===== src/rtl/kp_pkg.sv =====
package kp_pkg;

  typedef enum logic [2:0] {
    ST_IDLE = 3'd0,
    ST_LDX  = 3'd1,
    ST_LDY  = 3'd2,
    ST_DBL  = 3'd3,
    ST_ADD  = 3'd4,
    ST_DONE = 3'd5
  } kp_state_e;

  localparam int unsigned PERF_DBL = 0;
  localparam int unsigned PERF_ADD = 1;
  localparam int unsigned PERF_NUM = 2;

endpackage


===== src/rtl/kp_key_reg.sv =====
module kp_key_reg #(
  parameter int unsigned KEY_W = 261
) (
  input  logic             clk_i,
  input  logic             rst_ni,
  input  logic             load_i,
  input  logic             shift_i,
  input  logic [KEY_W-1:0] key_i,
  output logic             bit_o,
  output logic             last_o
);

  localparam int unsigned IDX_W = $clog2(KEY_W);
  localparam logic [IDX_W-1:0] LAST_IDX = IDX_W'(KEY_W - 1);

  logic [KEY_W-1:0] key_q;
  logic [IDX_W-1:0] idx_q;

  always_ff @(posedge clk_i or negedge rst_ni) begin
    if (!rst_ni) begin
      key_q <= '0;
      idx_q <= '0;
    end else if (load_i) begin
      key_q <= key_i;
      idx_q <= '0;
    end else if (shift_i) begin
      key_q <= {key_q[KEY_W-2:0], 1'b0};
      idx_q <= idx_q + IDX_W'(1);
    end
  end

  assign bit_o  = key_q[KEY_W-1];
  assign last_o = (idx_q == LAST_IDX);


  bit_step_chk: assert property (@(posedge clk_i) disable iff (!rst_ni)
    shift_i && !load_i |=> idx_q == $past(idx_q) + IDX_W'(1));


  bit_restart_chk: assert property (@(posedge clk_i) disable iff (!rst_ni)
    load_i |=> idx_q == '0);

endmodule


===== src/rtl/kp_ctrl.sv =====
module kp_ctrl
  import kp_pkg::*;
(
  input  logic clk_i,
  input  logic rst_ni,
  input  logic start_i,
  input  logic ack_i,
  input  logic dbl_done_i,
  input  logic add_done_i,
  input  logic bit_i,
  input  logic last_i,
  output logic load_key_o,
  output logic shift_o,
  output logic dbl_issue_o,
  output logic add_issue_o,
  output logic cnt_clr_o,
  output logic load_x_o,
  output logic clr_z_o,
  output logic load_y_o,
  output logic dbl_start_o,
  output logic add_start_o,
  output logic busy_o,
  output logic done_o
);

  kp_state_e state_q, state_d;

  always_ff @(posedge clk_i or negedge rst_ni) begin
    if (!rst_ni) state_q <= ST_IDLE;
    else         state_q <= state_d;
  end

  always_comb begin
    state_d     = state_q;
    load_key_o  = 1'b0;
    shift_o     = 1'b0;
    dbl_issue_o = 1'b0;
    add_issue_o = 1'b0;
    cnt_clr_o   = 1'b0;
    unique case (state_q)
      ST_IDLE, ST_DONE: begin
        if (start_i) begin
          state_d    = ST_LDX;
          load_key_o = 1'b1;
          cnt_clr_o  = 1'b1;
        end
      end
      ST_LDX: if (ack_i) state_d = ST_LDY;
      ST_LDY: begin
        if (ack_i) begin
          state_d     = ST_DBL;
          dbl_issue_o = 1'b1;
        end
      end
      ST_DBL: begin
        if (dbl_done_i) begin
          if (bit_i) begin
            state_d     = ST_ADD;
            add_issue_o = 1'b1;
          end else if (last_i) begin
            state_d = ST_DONE;
          end else begin
            state_d     = ST_DBL;
            shift_o     = 1'b1;
            dbl_issue_o = 1'b1;
          end
        end
      end
      ST_ADD: begin
        if (add_done_i) begin
          if (last_i) begin
            state_d = ST_DONE;
          end else begin
            state_d     = ST_DBL;
            shift_o     = 1'b1;
            dbl_issue_o = 1'b1;
          end
        end
      end
      default: state_d = ST_IDLE;
    endcase
  end

  assign load_x_o    = (state_q == ST_LDX);
  assign clr_z_o     = (state_q == ST_LDX);
  assign load_y_o    = (state_q == ST_LDY);
  assign dbl_start_o = (state_q == ST_DBL);
  assign add_start_o = (state_q == ST_ADD);
  assign done_o      = (state_q == ST_DONE);
  assign busy_o      = !(state_q == ST_IDLE || state_q == ST_DONE);


  ldx_hold_chk: assert property (@(posedge clk_i) disable iff (!rst_ni)
    load_x_o && !ack_i |=> load_x_o);


  ldy_hold_chk: assert property (@(posedge clk_i) disable iff (!rst_ni)
    load_y_o && !ack_i |=> load_y_o);


  dbl_hold_chk: assert property (@(posedge clk_i) disable iff (!rst_ni)
    dbl_start_o && !dbl_done_i |=> dbl_start_o);


  add_hold_chk: assert property (@(posedge clk_i) disable iff (!rst_ni)
    add_start_o && !add_done_i |=> add_start_o);


  one_bit_add_chk: assert property (@(posedge clk_i) disable iff (!rst_ni)
    dbl_start_o && dbl_done_i && bit_i |=> add_start_o);


  done_hold_chk: assert property (@(posedge clk_i) disable iff (!rst_ni)
    done_o && !start_i |=> done_o);


  busy_start_chk: assert property (@(posedge clk_i) disable iff (!rst_ni)
    busy_o && start_i |=> !load_key_o || busy_o);

endmodule


===== src/rtl/kp_perf_cnt.sv =====
module kp_perf_cnt #(
  parameter int unsigned CNT_W = 9
) (
  input  logic             clk_i,
  input  logic             rst_ni,
  input  logic             clr_i,
  input  logic             inc_i,
  output logic [CNT_W-1:0] cnt_o
);

  always_ff @(posedge clk_i or negedge rst_ni) begin
    if (!rst_ni)    cnt_o <= '0;
    else if (clr_i) cnt_o <= '0;
    else if (inc_i) cnt_o <= cnt_o + CNT_W'(1);
  end


  cnt_idle_chk: assert property (@(posedge clk_i) disable iff (!rst_ni)
    !clr_i && !inc_i |=> $stable(cnt_o));


  cnt_step_chk: assert property (@(posedge clk_i) disable iff (!rst_ni)
    !clr_i && inc_i |=> cnt_o == $past(cnt_o) + CNT_W'(1));

endmodule


===== src/rtl/kp_seq.sv =====
module kp_seq
  import kp_pkg::*;
#(
  parameter int unsigned KEY_W = 261,
  parameter int unsigned CNT_W = $clog2(KEY_W + 1)
) (
  input  logic             clk_i,
  input  logic             rst_ni,
  input  logic             start_i,
  input  logic [KEY_W-1:0] key_i,
  input  logic             ack_i,
  input  logic             dbl_done_i,
  input  logic             add_done_i,
  output logic             load_x_o,
  output logic             clr_z_o,
  output logic             load_y_o,
  output logic             dbl_start_o,
  output logic             add_start_o,
  output logic             busy_o,
  output logic             done_o,
  output logic [CNT_W-1:0] dbl_cnt_o,
  output logic [CNT_W-1:0] add_cnt_o
);

  logic load_key, shift, cur_bit, last_bit, cnt_clr;
  logic dbl_issue, add_issue;
  logic [PERF_NUM-1:0] perf_inc;
  logic [CNT_W-1:0]    perf_cnt [PERF_NUM];

  kp_key_reg #(.KEY_W(KEY_W)) u_key (
    .clk_i  (clk_i),
    .rst_ni (rst_ni),
    .load_i (load_key),
    .shift_i(shift),
    .key_i  (key_i),
    .bit_o  (cur_bit),
    .last_o (last_bit)
  );

  kp_ctrl u_ctrl (
    .clk_i      (clk_i),
    .rst_ni     (rst_ni),
    .start_i    (start_i),
    .ack_i      (ack_i),
    .dbl_done_i (dbl_done_i),
    .add_done_i (add_done_i),
    .bit_i      (cur_bit),
    .last_i     (last_bit),
    .load_key_o (load_key),
    .shift_o    (shift),
    .dbl_issue_o(dbl_issue),
    .add_issue_o(add_issue),
    .cnt_clr_o  (cnt_clr),
    .load_x_o   (load_x_o),
    .clr_z_o    (clr_z_o),
    .load_y_o   (load_y_o),
    .dbl_start_o(dbl_start_o),
    .add_start_o(add_start_o),
    .busy_o     (busy_o),
    .done_o     (done_o)
  );

  assign perf_inc[PERF_DBL] = dbl_issue;
  assign perf_inc[PERF_ADD] = add_issue;

  for (genvar g = 0; g < PERF_NUM; g++) begin : g_perf
    kp_perf_cnt #(.CNT_W(CNT_W)) u_cnt (
      .clk_i (clk_i),
      .rst_ni(rst_ni),
      .clr_i (cnt_clr),
      .inc_i (perf_inc[g]),
      .cnt_o (perf_cnt[g])
    );
  end

  assign dbl_cnt_o = perf_cnt[PERF_DBL];
  assign add_cnt_o = perf_cnt[PERF_ADD];


  one_cmd_chk: assert property (@(posedge clk_i) disable iff (!rst_ni)
    $onehot0({load_x_o, load_y_o, dbl_start_o, add_start_o}));


  add_le_dbl_chk: assert property (@(posedge clk_i) disable iff (!rst_ni)
    add_cnt_o <= dbl_cnt_o);


  done_count_chk: assert property (@(posedge clk_i) disable iff (!rst_ni)
    $rose(done_o) |-> dbl_cnt_o == CNT_W'(KEY_W));

endmodule


===== config.mk =====
export PLATFORM = sky130hd
export DESIGN_NAME = kp_seq
export DESIGN_NICKNAME = d
export VERILOG_FILES = /design/src/rtl/kp_pkg.sv /design/src/rtl/kp_key_reg.sv /design/src/rtl/kp_ctrl.sv /design/src/rtl/kp_perf_cnt.sv /design/src/rtl/kp_seq.sv
export SDC_FILE = /design/constraint.sdc
export NUM_CORES = 1
export LEC_CHECK = 0
export CORE_AREA = 2 2 163 165
export DETAILED_ROUTE_END_ITERATION = 10
export DIE_AREA = 0 0 165 167
export PLACE_DENSITY = 0.83
export RECOVER_POWER = 100
export SLEW_MARGIN = 20
export SYNTH_ARGS = -nofsm -noshare
export SYNTH_HDL_FRONTEND = slang
export SYNTH_HIERARCHICAL = 1
export SYNTH_SLANG_ARGS = --single-unit

===== constraint.sdc =====
create_clock -name clk_i -period 4.07 [get_ports clk_i]
set_input_delay 0.6105 -clock clk_i [delete_from_list [all_inputs] [get_ports clk_i]]
set_output_delay 0.6105 -clock clk_i [all_outputs]
set_load 0.03 [all_outputs]

==> Flow_metrics.wiki, run 1 <==
{| class="wikitable"
! Metric !! Value
|-
| DRC Markers || 0
|-
| Average wire length per cell after detail routing || 16.1 µm
|-
| Number of sinks driven by the clock tree || 291
|-
| Total GRT Usage || 21.8%
|-
| Family with the most delay on the worst path || simple AND/OR/NAND/NOR gates
|-
| Final Net Count || 1,817
|-
| Portion of the post-synthesis area used by sequential elements || 53.2%
|-
| Sum of negative setup slack || 0 ns
|-
| Initial Utilization || 53.1%
|-
| Number of distinct library cell variants in the gate-level netlist after synthesis || 43
|-
| Psw || 3.78 mW
|-
| TritonCTS buffer count || 30
|-
| Area contributors post-synth || sky130_fd_sc_hd__dfrtp_1 53%, sky130_fd_sc_hd__mux2i_1 19%, sky130_fd_sc_hd__nand2_1 7.5%
|-
| Root buf cell || sky130_fd_sc_hd__clkbuf_16
|-
| Flops & latches, synth || 291
|-
| Hold crit path type || reg2reg
|-
| Worst path bufs/invs || 1
|-
| Area added between synthesis and finish || 29.1%
|-
| CTS tree || done
|-
| Share of flip-flops with an asynchronous set or reset after synthesis || 100%
|-
| Total of max-cap violations || 2
|-
| Floorplan die height || 167 µm
|-
| Cells after DPL || 1,849
|-
| Core ar. || 25,800 µm²
|-
| Ratio of final minimum period to clock period || 80.2%
|-
| Ys Warns || 6
|-
| Part of the total power dissipated in combinational logic || 31.9%
|-
| Worst slack at placement || 1.17 ns
|-
| Number of global-route vias before repair || 10,300
|-
| Data required, critical path || 4.53 ns
|-
| Count of endpoints failing setup in the final report || 0
|-
| Sw Share || 33.0%
|-
| Timing-limited maximum frequency || 306 MHz
|-
| Final Hold Viols || 0
|-
| # fillers || 1,881
|-
| Post-route antenna net violation count || 0
|-
| Largest net degree at the start of global routing || 209
|-
| Worst clock skew || 0.00617 ns
|-
| Die footprint || 27,600 µm²
|-
| Crit-path slowest cell || sky130_fd_sc_hd__and3_1
|-
| Data arrival time of the worst path || 3.72 ns
|-
| Gates resized, CTS repair || 0
|-
| Number of hold-repair buffers added at the cts stage || 0
|-
| Crit path setup slack, layout || 0.807 ns
|-
| Post-synthesis net count || 1,580
|-
| Sequential Area || 7280 µm²
|-
| Cell area after synthesis || 13,700 µm²
|-
| Total number of cells along the worst setup path || 5
|-
| Number of I/O port buffers || 291
|-
| Top cells by count, synth || 291 x sky130_fd_sc_hd__dfrtp_1, 275 x sky130_fd_sc_hd__nand2_1, 264 x sky130_fd_sc_hd__mux2i_1
|-
| Share of total power in sequential cells || 42.9%
|-
| GR Overflow Total || 0
|-
| Slowest stage delay, CP || 1.27 ns
|-
| RSZ-0062 raised after global routing || false
|-
| Top fanout value on the critical path || 77
|-
| Hold Path Cell Cnt || 2
|-
| Clock latency of the later-clocked register in the worst-skew pair || 0.54 ns
|-
| Area fraction of the dominant cell type after synthesis || 53.2%
|-
| Routed wire length || 30,600 µm
|-
| Top-count cell post-synth || sky130_fd_sc_hd__dfrtp_1
|-
| Clock-pin slew reported for the worst setup and hold paths after clock tree synthesis || 0.06 ns
|-
| Element type at the critical path end || register
|-
| Count of vias placed by the detailed router || 10,300
|-
| Crit-path cells || xnor2_2 -> and3_1 -> buf_4 -> nand2_1 -> o21ai_0
|-
| Clock tree buffer depth || 3
|-
| Critical path startpoint category || register
|-
| Violated checks || capacitance limit, slew limit
|-
| Total area of multi-input combinational cells || 5800 µm²
|-
| Starting DRC count in detailed routing || 826
|-
| Areal power density over the cells || 649 nW/µm²
|-
| Number of enable flip-flop cells after synthesis || 0
|-
| Clk pwr share || 25.1%
|-
| Filler-free cell count of the finished design || 1,904
|-
| Setup CP Type || reg2reg
|-
| Max-Slew Margin vs Limit || -92.6%
|-
| Detail-routed via count per cell || 5.39
|-
| Lkg Pwr || 7.03 nW
|-
| Final critical delay including setup and external delays || 3.26 ns
|-
| Buffer count from post-CTS setup fixing || 0
|-
| Count of pins on the block boundary || 292
|-
| Die Span X || 165 µm
|-
| Power Internal || 7.68 mW
|-
| Final number of max-transition violations || 149
|-
| Cell accounting for the most synthesized area || sky130_fd_sc_hd__dfrtp_1
|-
| H-tree levels || 1
|-
| Main synth FF type || sky130_fd_sc_hd__dfrtp_1
|-
| Routability congestion estimate from global placement || 0.828
|-
| First-pass GRT wire length || 49,800 µm
|-
| Reg2reg path depth || 5
|-
| Antenna violations before repair || 1
|-
| Row cnt || 59
|-
| Maximum VDD drop || 0.000717 V
|-
| Number of instances in the synthesized netlist || 1,309
|-
| Mean area per synthesized cell || 10.5 µm²
|-
| Detailed-routing iteration count for the pre-antenna-repair pass || 5
|-
| Status || finished, violations left
|-
| Half-perimeter wire length after placement || 20,300 µm
|-
| Fraction of final layout cells sized beyond drive strength 1 || 4.59%
|-
| Slew at the pin closest to its max-slew limit || 2.89 ns
|}
-- worst paths after layout --
kind | startpoint | endpoint | slack, ns
max | u_ctrl/state_q[0]$_DFFE_PN0P_ | u_key/key_q[112]$_DFFE_PN0P_ | 0.81
min | u_key/key_q[55]$_DFFE_PN0P_ | u_key/key_q[56]$_DFFE_PN0P_ | 0.56
max reg2reg | u_ctrl/state_q[0]$_DFFE_PN0P_ | u_key/key_q[112]$_DFFE_PN0P_ | 0.81
min reg2reg | u_key/key_q[55]$_DFFE_PN0P_ | u_key/key_q[56]$_DFFE_PN0P_ | 0.56
max in group asynchronous | rst_ni | u_key/key_q[100]$_DFFE_PN0P_ | 1.14
min in group asynchronous | rst_ni | g_perf[1].u_cnt/cnt_o[8]$_DFFE_PN0P_ | 0.98
-- placed cells by master (no fill, tap or decap), types with 3 or more instances in the layout --
cell type	count
sky130_fd_sc_hd__a21oi_1	14
sky130_fd_sc_hd__and3_1	3
sky130_fd_sc_hd__buf_12	6
sky130_fd_sc_hd__buf_4	3
sky130_fd_sc_hd__bufinv_16	4
sky130_fd_sc_hd__clkbuf_1	5
sky130_fd_sc_hd__clkbuf_16	31
sky130_fd_sc_hd__clkbuf_2	3
sky130_fd_sc_hd__clkbuf_8	8
sky130_fd_sc_hd__clkdlybuf4s50_1	265
sky130_fd_sc_hd__clkinv_2	5
sky130_fd_sc_hd__dfrtp_1	291
sky130_fd_sc_hd__dlygate4sd3_1	25
sky130_fd_sc_hd__ha_1	4
sky130_fd_sc_hd__inv_1	10
sky130_fd_sc_hd__mux2i_1	264
sky130_fd_sc_hd__nand2_1	275
sky130_fd_sc_hd__nand3_1	3
sky130_fd_sc_hd__nand4_1	6
sky130_fd_sc_hd__nor2_1	16
sky130_fd_sc_hd__o21ai_0	268
sky130_fd_sc_hd__o31ai_1	8
sky130_fd_sc_hd__or3_1	4
sky130_fd_sc_hd__or4_1	9
sky130_fd_sc_hd__xnor2_1	4
sky130_fd_sc_hd__xor2_1	8
-- cells by family (layout without fill, tap and decap cells) --
group	count (synthesis)	count (layout)	share of synthesized area (%)
compound gates	301	301	11.8
simple gates	326	326	9.95
flops	291	291	53.2
buf+inv	108	367	4.22
fa+ha+maj	4	4	0.366
xor+xnor	13	13	0.887
other cells	0	1	0
mux	266	266	19.5
-- final cells by class --
type	count	area share, %
clock inverter	11	0.907
clock buffer	43	5.10
inverter	10	0.212
tap	335	2.37
sequential	291	41.2
antenna	1	0.0142
timing repair buffer	303	17.3
multi-input combinational	910	32.8
-- power by group through the flow --
| stage | Combinational (mW) | Sequential (mW) | Clock, mW |
|---|---|---|---|
| final | 3.66 | 4.92 | 2.88 |
| after global routing | 4.11 | 5.07 | 3.06 |
| after CTS | 3.81 | 4.92 | 2.95 |
| after detailed placement | 3.78 | 4.94 | 0 |
| after global placement | 3.59 | 4.89 | 0 |
| after floorplan | 2.94 | 4.75 | 0 |
-- routing by layer --
metal	track usage, %	wire length, µm	vias to the layer above	part of all wire, %
li1	-	-	5014	-
met5	0	0	-	0
met2	35.6	14500	300	47
met3	3.56	1810	39	5.9
met1	30.9	13700	4904	45
met4	4.76	537	0	1.8
-- worst reg2reg max path: stages, from the launching register on --
cell                      delay [ns]
sky130_fd_sc_hd__dfrtp_1        0.65
sky130_fd_sc_hd__xnor2_2        0.18
sky130_fd_sc_hd__and3_1         1.27
sky130_fd_sc_hd__buf_4          0.72
sky130_fd_sc_hd__nand2_1        0.24
sky130_fd_sc_hd__o21ai_0        0.13
-- metrics by stage --
| stage | util [%] | instance area [µm²] | hold slack [ns] | total power, mW |
|---|---|---|---|---|
| 2_1_floorplan | - | 13700 | 0.315 | 7.69 |
| 6_report | 68.6 | 17700 | 0.562 | 11.5 |
| 5_1_grt | 68.6 | 17700 | 0.589 | 12.2 |
| 3_5_place_dp | 64.7 | 16700 | 0.541 | 8.72 |
| 4_1_cts | 68.8 | 17700 | 0.172 | 11.7 |
| 3_3_place_gp | 64.7 | 16700 | 0.530 | 8.48 |
-- state kept, by name, summed over array words and instances, names as in the netlist --
name                cells
u_key/key_q           261
u_key/idx_q             9
u_ctrl/state_q          3
g_perf.u_cnt/cnt_o     18
Note: power is estimated with default switching activity, not from simulation.
==> run 2: changes to the inputs <==
Settings changed: CORE_AREA 2 2 163 165 to 2 2 176 178, DIE_AREA 0 0 165 167 to 0 0 178 180, PLACE_DENSITY 0.83 to 0.75.
Clock period 4.07 ns to 2.6 ns, I/O delays scaled along.
==> run 2 against run 1 <==
The flow still finishes with violations (capacitance limit, slew limit). Core utilization shrank 8.8 points. Clock-buffer cell count shrank 6. Largest power group unchanged. Critical path type unchanged. Total power grew 61%. Fmax grew 32%. Combinational power grew 63%. Largest cell class unchanged. Die area grew 16%. Register-to-register slack lost 0.67 ns. First-iteration DRC count shrank 16%. Setup slack lost 0.67 ns.
==> Flow_metrics.wiki, run 2 (synthesized netlist as in run 1, its figures left out) <==
{| class="wikitable"
! Metric !! Value
|-
| Status || finished, violations left
|-
| Violated checks || capacitance limit, slew limit
|-
| Areal power density over the cells || 1020 nW/µm² (+58%)
|-
| Post-route antenna net violation count || 0 (unchanged)
|-
| Data arrival time of the worst path || 2.87 ns (-0.85 ns)
|-
| Ratio of final minimum period to clock period || 94.9% (+15 points)
|-
| Hold crit path type || in2reg
|-
| Critical path startpoint category || register
|-
| RSZ-0062 raised after global routing || false
|-
| H-tree levels || 1 (unchanged)
|-
| Crit-path cells || and3b_4 -> a32oi_2 -> nor2_4 -> buf_12 -> buf_12 -> mux2i_1 -> o21ai_1
|-
| Share of total power in sequential cells || 41.4% (-1.5 points)
|-
| Core ar. || 30,200 µm² (+17%)
|-
| Global-route met2 utilization || 31.3% (-4.3 points)
|-
| Final critical delay including setup and external delays || 2.47 ns (-0.795 ns)
|-
| Part of the total power dissipated in combinational logic || 32.2% (+0.3 points)
|-
| Detailed-routing iteration count for the pre-antenna-repair pass || 6 (+1)
|-
| Origin of the worst min-delay path || key_i[187]
|-
| Floorplan die height || 180 µm (+7.8%)
|-
| Antenna violations before repair || 0 (-1)
|-
| Detail-routed via count per cell || 5.20 (-3.5%)
|-
| Power Internal || 12.4 mW (+62%)
|-
| Initial Utilization || 45.3% (-7.8 points)
|-
| Number of I/O port buffers || 291 (unchanged)
|-
| Largest reg by FF count || u_key/key_q
|-
| R2R setup slack || 0.13 ns (-0.67 ns)
|-
| Timing-limited maximum frequency || 405 MHz (+32%)
|-
| Psw || 6.05 mW (+60%)
|-
| Slowest stage delay, CP || 0.47 ns (-0.80 ns)
|-
| Crit path top cell by count || sky130_fd_sc_hd__buf_12
|-
| Number of global-route vias before repair || 10,400 (+1.2%)
|-
| Number of sinks driven by the clock tree || 291 (unchanged)
|-
| First-pass GRT wire length || 51,000 µm (+2.5%)
|-
| Final total power || 18.5 mW (+61%)
|-
| Half-perimeter wire length after placement || 21,300 µm (+4.8%)
|-
| Max-Slew Margin vs Limit || -22.5% (+70 points)
|-
| Lkg Pwr || 7.18 nW (+2.1%)
|-
| Filler-free cell count of the finished design || 1,985 (+4.3%)
|-
| Die Span X || 178 µm (+7.9%)
|-
| Layer carrying the most global-route usage || met2
|-
| Final number of max-transition violations || 71 (-52%)
|-
| Die footprint || 32,000 µm² (+16%)
|-
| # fillers || 2,477 (+32%)
|-
| Count of vias placed by the detailed router || 10,300 (+0.56%)
|-
| Area added between synthesis and finish || 31.8%
|-
| Reg2reg path depth || 7 (+2)
|-
| Count of pins on the block boundary || 292 (unchanged)
|-
| Average wire length per cell after detail routing || 16.0 µm (-0.20%)
|-
| Commonest cells after routing, fill and taps aside || 291 x sky130_fd_sc_hd__dfrtp_1, 275 x sky130_fd_sc_hd__nand2_1, 266 x sky130_fd_sc_hd__clkdlybuf4s50_1
|-
| Maximum VDD drop || 0.000530 V (-26%)
|-
| Top fanout value on the critical path || 49 (-36%)
|-
| Final Hold Viols || 0 (unchanged)
|-
| CTS tree || done
|-
| GR met1 Demand/Resource || 27.1% (-3.9 points)
|-
| Fraction of final layout cells sized beyond drive strength 1 || 6.29% (+1.7 points)
|-
| Clk pwr share || 26.4% (+1.3 points)
|-
| Sw Share || 32.7% (-0.24 points)
|-
| Crit-path slowest cell || sky130_fd_sc_hd__dfrtp_1
|-
| Row cnt || 64 (+8.5%)
|-
| TritonCTS buffer count || 30 (unchanged)
|-
| R2R Path Start || u_ctrl/state_q[2]$_DFFE_PN0P_
|-
| Slew at the pin closest to its max-slew limit || 1.84 ns (-1.05 ns)
|-
| Routability congestion estimate from global placement || 0.787 (-5.0%)
|-
| Element type at the critical path end || register
|-
| Registers with the most flip-flops || u_key/key_q: 261 flops, g_perf.u_cnt/cnt_o: 18 flops, u_key/idx_q: 9 flops
|-
| Clock latency of the later-clocked register in the worst-skew pair || 0.55 ns (about the same)
|-
| Most frequent standard cell in the layout excluding fill and tap cells || sky130_fd_sc_hd__dfrtp_1
|-
| Data required, critical path || 3.00 ns (-1.53 ns)
|-
| Total of max-cap violations || 1 (-1)
|-
| Final Net Count || 1,836 (+1.0%)
|-
| Largest net degree at the start of global routing || 172 (-18%)
|-
| Routed wire length || 31,800 µm (+4.0%)
|-
| Count of endpoints failing setup in the final report || 0 (unchanged)
|-
| Sum of negative setup slack || 0 ns (unchanged)
|-
| Starting DRC count in detailed routing || 690 (-16%)
|-
| Antenna cells || 0 (-1)
|-
| Clock-pin slew reported for the worst setup and hold paths after clock tree synthesis || 0.06 ns (about the same)
|-
| Total GRT Usage || 19.2% (-2.7 points)
|-
| Cells after DPL || 1,927 (+4.2%)
|-
| Root buf cell || sky130_fd_sc_hd__clkbuf_16
|-
| Number of flip-flops under the largest register name || 261 (unchanged)
|-
| Met3 usage in global routing || 2.62% (-0.94 points)
|-
| Worst hold endpoint || u_key/key_q[187]$_DFFE_PN0P_
|-
| Worst clock skew || 0.0172 ns (+0.0110 ns)
|-
| End of the worst register-to-register path || u_key/key_q[200]$_DFFE_PN0P_
|-
| Hold Path Cell Cnt || 3 (+1)
|-
| Utilization of the core after routing || 59.8% (-8.8 points)
|-
| GR Overflow Total || 0 (unchanged)
|-
| DRC Markers || 0 (unchanged)
|-
| Clock tree buffer depth || 3 (unchanged)
|-
| Setup CP Type || reg2reg
|}
[run 2: changes by cell type in the layout (fill, tap and decap cells not counted), sizes merged, moves of 2 or more]
| cell | previous run | this run |
|---|---|---|
| dlygate4sd2 | 0 | 3 |
| clkbuf | 47 | 44 |
| clkinvlp | 2 | 4 |
| bufinv | 4 | 8 |
| buf | 9 | 27 |
| dlygate4sd3 | 25 | 19 |
[run 2: layout make-up]
class,instances,area [µm²],area share (%)
clock buffers,37,838,4.65
flip-flops and latches,291,7280,40.4
multi-input cells,910,5830,32.3
repair buffers,322,3250,18.0
inverters,10,37.5,0.208
well taps,396,495,2.75
clock inverters,19,309,1.71
[run 2: critical path: cells and delay by family, from the launching register on]
| family | cells | cell delay, ns |
|---|---|---|
| buffers and inverters | 2 | 0.58 |
| muxes | 1 | 0.25 |
| and+or+nand+nor | 2 | 0.71 |
| DFF | 1 | 0.47 |
| AOI/OAI and AO/OA | 2 | 0.23 |
[run 2: worst max-delay path by stage]
| stage | slack, ns | to | from | cells past startpoint |
|---|---|---|---|---|
| 2_1_floorplan | 0.03 | g_perf[0].u_cnt/cnt_o[7]$_DFFE_PN0P_ | u_ctrl/state_q[1]$_DFFE_PN0P_ | 8 |
| 3_3_place_gp | 0.14 | u_key/key_q[25]$_DFFE_PN0P_ | dbl_done_i | 6 |
| 3_5_place_dp | 0.01 | u_key/key_q[139]$_DFFE_PN0P_ | dbl_done_i | 6 |
| 4_1_cts | 0.005 | done_o | u_ctrl/state_q[1]$_DFFE_PN0P_ | 4 |
| 5_1_grt | 0.007 | load_y_o | u_ctrl/state_q[1]$_DFFE_PN0P_ | 4 |
| 6_report | 0.13 | u_key/key_q[200]$_DFFE_PN0P_ | u_ctrl/state_q[2]$_DFFE_PN0P_ | 7 |
[run 2: power groups by stage]
stage / clock [mW] / combinational, mW / sequential (mW)
after floorplan: 0 / 4.60 / 7.44
after global placement: 0 / 5.84 / 7.63
after detailed placement: 0 / 6.14 / 7.70
after CTS: 4.99 / 6.15 / 7.66
after global routing: 5.19 / 6.71 / 7.90
final: 4.88 / 5.95 / 7.66
[run 2: per-layer routing]
metal	wire length, µm	up-vias
met3	1900	51
met4	582	0
met2	15000	301
li1	-	5042
met1	14400	4920
met5	0	-
[run 2: stage by stage]
stage / setup slack (ns) / hold slack, ns / instance area, µm²
4_1_cts: 0.00508 / 0.359 / 18100
3_5_place_dp: 0.0108 / 0.396 / 16900
6_report: 0.132 / 0.401 / 18000
5_1_grt: 0.00650 / 0.388 / 18000
2_1_floorplan: 0.0323 / 0.0944 / 13700
3_3_place_gp: 0.137 / 0.393 / 16900
[run 2: repair_timing]
item / in CTS / in global routing
hold buffers: 1 / 0
setup buffers: 0 / 0
resized for setup: 3 / 6
pin swaps: 0 / 1
endpoints found under the setup margin: 3 / 6
gates cloned: 0 / 1
hold endpoints to repair: 65 / 0
==> run 3: changes to the inputs <==
Settings changed: ABC_CLOCK_PERIOD_IN_PS set to 2600.
==> results of run 3 <==
No change in the layout: final DEF, timing and power equal those of run 2.
